File: config.mk
export PLATFORM = sky130hd
export DESIGN_NAME = skew_hybrid_pred
export DESIGN_NICKNAME = d
export VERILOG_FILES = /design/src/rtl/hp_pkg.sv /design/src/rtl/hp_ctr_table.sv /design/src/rtl/hp_datapath.sv /design/src/rtl/hp_control.sv /design/src/rtl/skew_hybrid_pred.sv
export SDC_FILE = /design/constraint.sdc
export NUM_CORES = 1
export LEC_CHECK = 0
export BUFFER_PORTS_ARGS = -buffer_cell sky130_fd_sc_hd__buf_2
export CAP_MARGIN = 25
export CORE_ASPECT_RATIO = 0.75
export CORE_UTILIZATION = 64
export DETAILED_ROUTE_END_ITERATION = 8
export GPL_ROUTABILITY_DRIVEN = 0
export PLACE_DENSITY = 0.89
export SLEW_MARGIN = 20
export SYNTH_ARGS = -nofsm -noshare
export SYNTH_HDL_FRONTEND = slang
export SYNTH_SLANG_ARGS = --single-unit
File: constraint.sdc
create_clock -name clk -period 5.39 [get_ports clk]
set_clock_uncertainty 0.2 [all_clocks]
set_input_delay 0.8085 -clock clk [delete_from_list [all_inputs] [get_ports clk]]
set_output_delay 0.8085 -clock clk [all_outputs]
set_load 0.03 [all_outputs]
File: src/rtl/hp_pkg.sv
package hp_pkg;

  typedef enum logic [1:0] {
    CTR_KEEP   = 2'd0,
    CTR_STRONG = 2'd1,
    CTR_WEAKEN = 2'd2,
    CTR_FLIP   = 2'd3
  } ctrOp_e;

  typedef struct packed {
    ctrOp_e bimOp;
    ctrOp_e g0Op;
    ctrOp_e g1Op;
    ctrOp_e metaOp;
    logic   bimVal;
    logic   g0Val;
    logic   g1Val;
    logic   metaVal;
  } updStrobes_t;

endpackage

File: src/rtl/hp_ctr_table.sv
module hp_ctr_table
  import hp_pkg::*;
#(
  parameter int IDX_W     = 5,
  parameter bit HALF_HYST = 1'b0
) (
  input  logic             clk,
  input  logic             rstN,
  input  logic [IDX_W-1:0] rdIdx,
  output logic             rdPred,
  input  logic [IDX_W-1:0] wrIdx,
  output logic             wrHyst,
  input  ctrOp_e           op,
  input  logic             val
);
  localparam int DEPTH  = 1 << IDX_W;
  localparam int HYST_W = HALF_HYST ? IDX_W - 1 : IDX_W;
  localparam int HDEPTH = 1 << HYST_W;

  logic [DEPTH-1:0]  predArr;
  logic [HDEPTH-1:0] hystArr;
  logic [HYST_W-1:0] hIdx;

  generate
    if (HALF_HYST) begin : g_shared
      assign hIdx = wrIdx[IDX_W-2:0];
    end else begin : g_full
      assign hIdx = wrIdx;
    end
  endgenerate

  assign rdPred = predArr[rdIdx];
  assign wrHyst = hystArr[hIdx];

  always_ff @(posedge clk) begin
    if (!rstN) begin
      predArr <= '0;
      hystArr <= '0;
    end else begin
      case (op)
        CTR_STRONG: hystArr[hIdx] <= 1'b1;
        CTR_WEAKEN: hystArr[hIdx] <= 1'b0;
        CTR_FLIP:   predArr[wrIdx] <= val;
        default: ;
      endcase
    end
  end

  // direction bits change only on a flip request
  p_pred_only_on_flip_r8: assert property (@(posedge clk) disable iff (!rstN)
    (op != CTR_FLIP) |=> $stable(predArr));

  p_flip_writes_target_r7: assert property (@(posedge clk) disable iff (!rstN)
    (op == CTR_FLIP) |=> (predArr[$past(wrIdx)] == $past(val)));

  p_strong_sets_hyst_r7: assert property (@(posedge clk) disable iff (!rstN)
    (op == CTR_STRONG) |=> hystArr[$past(hIdx)]);

endmodule

File: src/rtl/hp_datapath.sv
module hp_datapath
  import hp_pkg::*;
#(
  parameter int BIM_IDX_W  = 4,
  parameter int G0_IDX_W   = 5,
  parameter int G1_IDX_W   = 5,
  parameter int META_IDX_W = 5
) (
  input  logic                  clk,
  input  logic                  rstN,
  input  logic [BIM_IDX_W-1:0]  lkBimIdx,
  input  logic [G0_IDX_W-1:0]   lkG0Idx,
  input  logic [G1_IDX_W-1:0]   lkG1Idx,
  input  logic [META_IDX_W-1:0] lkMetaIdx,
  output logic                  lkTaken,
  output logic                  lkBimPred,
  output logic                  lkG0Pred,
  output logic                  lkG1Pred,
  output logic                  lkMetaPred,
  input  logic [BIM_IDX_W-1:0]  upBimIdx,
  input  logic [G0_IDX_W-1:0]   upG0Idx,
  input  logic [G1_IDX_W-1:0]   upG1Idx,
  input  logic [META_IDX_W-1:0] upMetaIdx,
  output logic                  bimHyst,
  output logic                  g0Hyst,
  output logic                  g1Hyst,
  output logic                  metaHyst,
  input  updStrobes_t           strobes
);
  logic voteMaj;

  hp_ctr_table #(.IDX_W(BIM_IDX_W), .HALF_HYST(1'b0)) u_bim (
    .clk(clk), .rstN(rstN), .rdIdx(lkBimIdx), .rdPred(lkBimPred),
    .wrIdx(upBimIdx), .wrHyst(bimHyst), .op(strobes.bimOp), .val(strobes.bimVal));

  hp_ctr_table #(.IDX_W(G0_IDX_W), .HALF_HYST(1'b0)) u_g0 (
    .clk(clk), .rstN(rstN), .rdIdx(lkG0Idx), .rdPred(lkG0Pred),
    .wrIdx(upG0Idx), .wrHyst(g0Hyst), .op(strobes.g0Op), .val(strobes.g0Val));

  hp_ctr_table #(.IDX_W(G1_IDX_W), .HALF_HYST(1'b1)) u_g1 (
    .clk(clk), .rstN(rstN), .rdIdx(lkG1Idx), .rdPred(lkG1Pred),
    .wrIdx(upG1Idx), .wrHyst(g1Hyst), .op(strobes.g1Op), .val(strobes.g1Val));

  hp_ctr_table #(.IDX_W(META_IDX_W), .HALF_HYST(1'b1)) u_meta (
    .clk(clk), .rstN(rstN), .rdIdx(lkMetaIdx), .rdPred(lkMetaPred),
    .wrIdx(upMetaIdx), .wrHyst(metaHyst), .op(strobes.metaOp), .val(strobes.metaVal));

  assign voteMaj = (lkBimPred & lkG0Pred) | (lkBimPred & lkG1Pred) | (lkG0Pred & lkG1Pred);
  assign lkTaken = lkMetaPred ? voteMaj : lkBimPred;

endmodule

File: src/rtl/hp_control.sv
module hp_control
  import hp_pkg::*;
(
  input  logic        clk,
  input  logic        rstN,
  input  logic        upValid,
  input  logic        upBimPred,
  input  logic        upG0Pred,
  input  logic        upG1Pred,
  input  logic        upMetaPred,
  input  logic        upTaken,
  input  logic        bimHyst,
  input  logic        g0Hyst,
  input  logic        g1Hyst,
  input  logic        metaHyst,
  output updStrobes_t strobes
);
  logic majVote, differ, hit, agree, chooserFlips, trainAll;
  logic [2:0] strongSet;

  function automatic ctrOp_e trainOp(input logic pred, input logic hyst, input logic tgt);
    if (pred == tgt)  return CTR_STRONG;
    else if (hyst)    return CTR_WEAKEN;
    else              return CTR_FLIP;
  endfunction

  function automatic logic [2:0] participants(input logic useMaj, input logic b,
                                              input logic g0, input logic g1, input logic o);
    if (useMaj) return {b == o, g0 == o, g1 == o};
    else        return 3'b100;
  endfunction

  assign majVote      = (upBimPred & upG0Pred) | (upBimPred & upG1Pred) | (upG0Pred & upG1Pred);
  assign differ       = majVote ^ upBimPred;
  assign hit          = (upMetaPred ? majVote : upBimPred) == upTaken;
  assign agree        = (upBimPred == upG0Pred) && (upG0Pred == upG1Pred);
  assign chooserFlips = differ && !metaHyst;

  always_comb begin
    strobes.bimOp   = CTR_KEEP;
    strobes.g0Op    = CTR_KEEP;
    strobes.g1Op    = CTR_KEEP;
    strobes.metaOp  = CTR_KEEP;
    strobes.bimVal  = upTaken;
    strobes.g0Val   = upTaken;
    strobes.g1Val   = upTaken;
    strobes.metaVal = ~upMetaPred;
    strongSet       = 3'b000;
    trainAll        = 1'b0;
    if (upValid) begin
      if (hit) begin
        if (!agree) begin
          if (differ) strobes.metaOp = CTR_STRONG;
          strongSet = participants(upMetaPred, upBimPred, upG0Pred, upG1Pred, upTaken);
        end
      end else begin
        if (differ) strobes.metaOp = trainOp(upMetaPred, metaHyst, ~upMetaPred);
        if (chooserFlips)
          strongSet = participants(~upMetaPred, upBimPred, upG0Pred, upG1Pred, upTaken);
        else
          trainAll = 1'b1;
      end
    end
    if (trainAll) begin
      strobes.bimOp = trainOp(upBimPred, bimHyst, upTaken);
      strobes.g0Op  = trainOp(upG0Pred, g0Hyst, upTaken);
      strobes.g1Op  = trainOp(upG1Pred, g1Hyst, upTaken);
    end else begin
      if (strongSet[2]) strobes.bimOp = CTR_STRONG;
      if (strongSet[1]) strobes.g0Op  = CTR_STRONG;
      if (strongSet[0]) strobes.g1Op  = CTR_STRONG;
    end
  end

  p_idle_without_valid_r11: assert property (@(posedge clk) disable iff (!rstN)
    !upValid |-> (strobes.bimOp == CTR_KEEP && strobes.g0Op == CTR_KEEP &&
                  strobes.g1Op == CTR_KEEP && strobes.metaOp == CTR_KEEP));

  p_agree_hit_idle_r3: assert property (@(posedge clk) disable iff (!rstN)
    (upValid && hit && agree) |-> (strobes.bimOp == CTR_KEEP && strobes.g0Op == CTR_KEEP &&
                                   strobes.g1Op == CTR_KEEP && strobes.metaOp == CTR_KEEP));

  p_no_flip_on_hit_r8: assert property (@(posedge clk) disable iff (!rstN)
    (upValid && hit) |-> (strobes.bimOp != CTR_FLIP && strobes.g0Op != CTR_FLIP &&
                          strobes.g1Op != CTR_FLIP && strobes.metaOp != CTR_FLIP));

  p_meta_held_on_agree_miss_r6: assert property (@(posedge clk) disable iff (!rstN)
    (upValid && !hit && !differ) |-> (strobes.metaOp == CTR_KEEP));

  p_rechoose_strengthens_r5: assert property (@(posedge clk) disable iff (!rstN)
    (upValid && !hit && differ && !metaHyst) |->
      (strobes.metaOp == CTR_FLIP &&
       strobes.bimOp inside {CTR_KEEP, CTR_STRONG} &&
       strobes.g0Op inside {CTR_KEEP, CTR_STRONG} &&
       strobes.g1Op inside {CTR_KEEP, CTR_STRONG}));

endmodule

File: src/rtl/skew_hybrid_pred.sv
module skew_hybrid_pred
  import hp_pkg::*;
#(
  parameter int BIM_IDX_W  = 4,
  parameter int G0_IDX_W   = 5,
  parameter int G1_IDX_W   = 5,
  parameter int META_IDX_W = 5
) (
  input  logic                  clk,
  input  logic                  rstN,
  input  logic [BIM_IDX_W-1:0]  lkBimIdx,
  input  logic [G0_IDX_W-1:0]   lkG0Idx,
  input  logic [G1_IDX_W-1:0]   lkG1Idx,
  input  logic [META_IDX_W-1:0] lkMetaIdx,
  output logic                  lkTaken,
  output logic                  lkBimPred,
  output logic                  lkG0Pred,
  output logic                  lkG1Pred,
  output logic                  lkMetaPred,
  input  logic                  upValid,
  input  logic [BIM_IDX_W-1:0]  upBimIdx,
  input  logic [G0_IDX_W-1:0]   upG0Idx,
  input  logic [G1_IDX_W-1:0]   upG1Idx,
  input  logic [META_IDX_W-1:0] upMetaIdx,
  input  logic                  upBimPred,
  input  logic                  upG0Pred,
  input  logic                  upG1Pred,
  input  logic                  upMetaPred,
  input  logic                  upTaken
);
  updStrobes_t strobes;
  logic bimHyst, g0Hyst, g1Hyst, metaHyst;

  hp_datapath #(
    .BIM_IDX_W(BIM_IDX_W), .G0_IDX_W(G0_IDX_W),
    .G1_IDX_W(G1_IDX_W), .META_IDX_W(META_IDX_W)
  ) u_dp (
    .clk(clk), .rstN(rstN),
    .lkBimIdx(lkBimIdx), .lkG0Idx(lkG0Idx), .lkG1Idx(lkG1Idx), .lkMetaIdx(lkMetaIdx),
    .lkTaken(lkTaken), .lkBimPred(lkBimPred), .lkG0Pred(lkG0Pred),
    .lkG1Pred(lkG1Pred), .lkMetaPred(lkMetaPred),
    .upBimIdx(upBimIdx), .upG0Idx(upG0Idx), .upG1Idx(upG1Idx), .upMetaIdx(upMetaIdx),
    .bimHyst(bimHyst), .g0Hyst(g0Hyst), .g1Hyst(g1Hyst), .metaHyst(metaHyst),
    .strobes(strobes));

  hp_control u_ctl (
    .clk(clk), .rstN(rstN), .upValid(upValid),
    .upBimPred(upBimPred), .upG0Pred(upG0Pred), .upG1Pred(upG1Pred),
    .upMetaPred(upMetaPred), .upTaken(upTaken),
    .bimHyst(bimHyst), .g0Hyst(g0Hyst), .g1Hyst(g1Hyst), .metaHyst(metaHyst),
    .strobes(strobes));

endmodule

==> results.ini <==
[pwr]
switching_share_pct = 26.0
power_density_nw_per_um2 = 283
irDropWorstVdd_mv = 0.190
power_switching_mw = 0.764
p_comb_share_pct = 9.8
clkPwrFrac_pct = 41.3
p_leak_nw = 3.52
seqPwrFrac_pct = 48.9
total_power_mw = 2.93
p_int_mw = 2.17

[worst_setup_path]
critPathArrivalTime_ns = 3.12
end_kind = primary output
worstSetupStartpointType = input port
worstSetupPathType = in -> out
crit_required_ns = 4.38
worst-r2r-setup-slack_ns = 1.92
crit_fanout = 18

[cells_and_area]
antenna_cells = 0
layout-drive-gt1-share_pct = 11.9
area_growth_syn_to_layout_pct = 7.82
finalNetCount = 1217
fillCellCount = 1111
final_area_um2 = 10400
final_core_util_pct = 71.1

[clock_network]
cts_tree = done
ctsHoldBuffers = 0
cts.sinks = 192
ctsResizeCount = 0
cts_root_buf = clkbuf_16
clk_pin_slew_worst_paths_ns = 0.07
clock_path_buffers = 2
post_cts_buffers = 0
numCtsBuffers = 17
cts_htree_levels = 4
clock_latency_ns = 0.45

[detailed_routing]
antenna_left = 0
num_vias = 8748
firstDrtPassIters = 7
via_per_inst = 6.37
drcViolationCount = 0
dr.first_iter.drc_count = 949
routed_wl_um = 23900
wl_per_cell_um = 17.4

[min_path]
hold_path_class = reg -> reg

[floorplanning]
core_area_um2 = 14600
die_w_um = 144
die_h_um = 108
start_util_pct = 66.0
pin_count = 51
rows = 38
dieArea_um2 = 15500

[sta]
min_period_ns = 4.12
fmax_ghz = 0.242
slew_viol_final = 0
maxSlewHeadroom_pct = 35.9
rsz0062_at_grt = false
setup_viol = 0
tightest_slew_ns = 0.962
hold_viol = 0
post-route-period-util_pct = 76.5
tns_ns = 0

[yosys]
yosysTopAreaCell = dfxtp_1
postSynthAreaPerCell_um2 = 8.23
synth_compound_area_share_pct = 20.1
syn_area_um2 = 9630
synth_ff_type = dfxtp_1
synth.top_cell.area_share_pct = 39.9
yosys.area_share.adder_pct = 1.43
synthDistinctLibCells = 53
synth_cells = 1170
postSynth.asyncResetShare_pct = 0
synthMuxAreaShare_pct = 13.0
yosys_warnings = 0
synth-xor-area-share_pct = 0.364
synth_edf_count = 0
synth_fp_nets = 1227
synth_top_family_by_area = simple AND/OR/NAND/NOR gates
ys_seq_elements = 192
synthSimpleGateAreaFrac_pct = 21.5
seq_area_frac_synth_pct = 39.9
synthTopCellsByArea = dfxtp_1 (40%), nor2_1 (11%), mux4_2 (8.2%)

[outcome]
outcome = completed

[placed_design]
place_hpwl_um = 15800
dpl_cell_area_um2 = 9820
port-buffer-count = 50

[global_route]
grt_antenna_before_repair = 1
grt-ovfl-total = 0
grt_pass1_wl_um = 38700
grt_max_degree = 66
grt_pass1_vias = 7849
grt_use_total_pct = 32.0

[job]
drv_cap = 0

per-stage QoR:
step | hold slack (ns) | instances | worst slack [ns]
2_1_floorplan | 0.231 | 1170 | 1.57
3_3_place_gp | 0.242 | 1341 | 1.12
3_5_place_dp | 0.249 | 1341 | 0.964
4_1_cts | 0.263 | 1373 | 1.29
5_1_grt | 0.278 | 1373 | 1.00
6_report | 0.265 | 1373 | 1.27
synthesized netlist by cell type (6+ instances only):
library cell,number
nor2_1,271
dfxtp_1,192
a21oi_1,114
o21ai_0,95
nand2_1,80
a211oi_1,79
clkbuf_1,70
mux2i_1,40
mux4_2,35
nand3_1,25
nor2b_1,18
nor3_1,17
ha_1,11
nand2b_1,10
nand3b_1,10
and2_1,9
a22oi_1,7
buf_2,7
nand4_1,6
or2_2,6
or3_1,6
cell type report:
type                       count  area, µm²  share of cell area, %
tap                          200        250                   2.41
inverter                       5       20.0                  0.193
sequential                   192       3840                   37.0
multi-input combinational    889       5420                   52.2
clock buffer                  20        447                   4.30
timing repair buffer          55        288                   2.77
clock inverter                12        114                   1.10
metal layers:
layer | share of wire [%] | wire (µm) | up-vias | GRT usage, %
met3 | 8.9 | 2120 | 53 | 6.42
met1 | 43 | 10200 | 4107 | 43.6
met5 | 0.054 | 13 | - | 0
met2 | 46 | 11000 | 440 | 49.3
li1 | - | - | 4146 | -
met4 | 2.4 | 584 | 2 | 14.4
worst max-delay path, stage by stage:
cell	delay, ns
buf_2	0.41
mux2_4	0.35
o311ai_2	0.24
a221oi_1	0.08
a22o_1	0.23
a311o_1	0.39
a21o_1	0.21
a22o_1	0.21
buf_2	0.17
kinds of logic after synthesis:
group,count (synthesis)
AO/OA/AOI/OAI,321
XOR/XNOR,4
adder cells (fa/ha/maj),11
buffers and inverters,89
flip-flops,192
multiplexers,80
AND/OR/NAND/NOR,473
placed cells by master, fill, tap and decap left out, types with 4 or more instances in the layout:
master and count:
ha_1 11, nand2_1 80, buf_2 50, nand3_1 25, dfxtp_1 192, clkinv_4 5, a21oi_1 114, a22oi_1 7
nor2_1 271, a211oi_1 79, and3_1 4, nand2b_1 10, or2_2 6, and2_1 9, clkbuf_16 17, or3_1 6
mux4_2 35, nand3b_1 10, inv_1 4, mux2i_1 40, nand4_1 6, nor3_1 17, a22o_1 5, clkinvlp_4 4
mux2_2 4, nor2b_1 18, buf_4 5, o21ai_0 95
power groups by stage:
stage,Clock (mW),Combinational (mW),Sequential [mW]
floorplan,0,0.206,1.46
global placement,0,0.272,1.47
detailed placement,0,0.278,1.47
CTS,1.21,0.281,1.43
global route,1.27,0.313,1.43
finish,1.21,0.287,1.43
path summary, 6_finish.rpt:
path | from | endpoint | depth (start not counted)
worst max register to register | flop | flop | 11
worst max-delay path | lkMetaIdx[1] | lkTaken | 9
worst min-delay path | u_dp.u_g1.predArr[5]$_SDFFE_PN0P_ | u_dp.u_g1.predArr[5]$_SDFFE_PN0P_ | 2
worst min register to register | u_dp.u_g1.predArr[5]$_SDFFE_PN0P_ | u_dp.u_g1.predArr[5]$_SDFFE_PN0P_ | 2
Power figures use the tool's default switching activity.
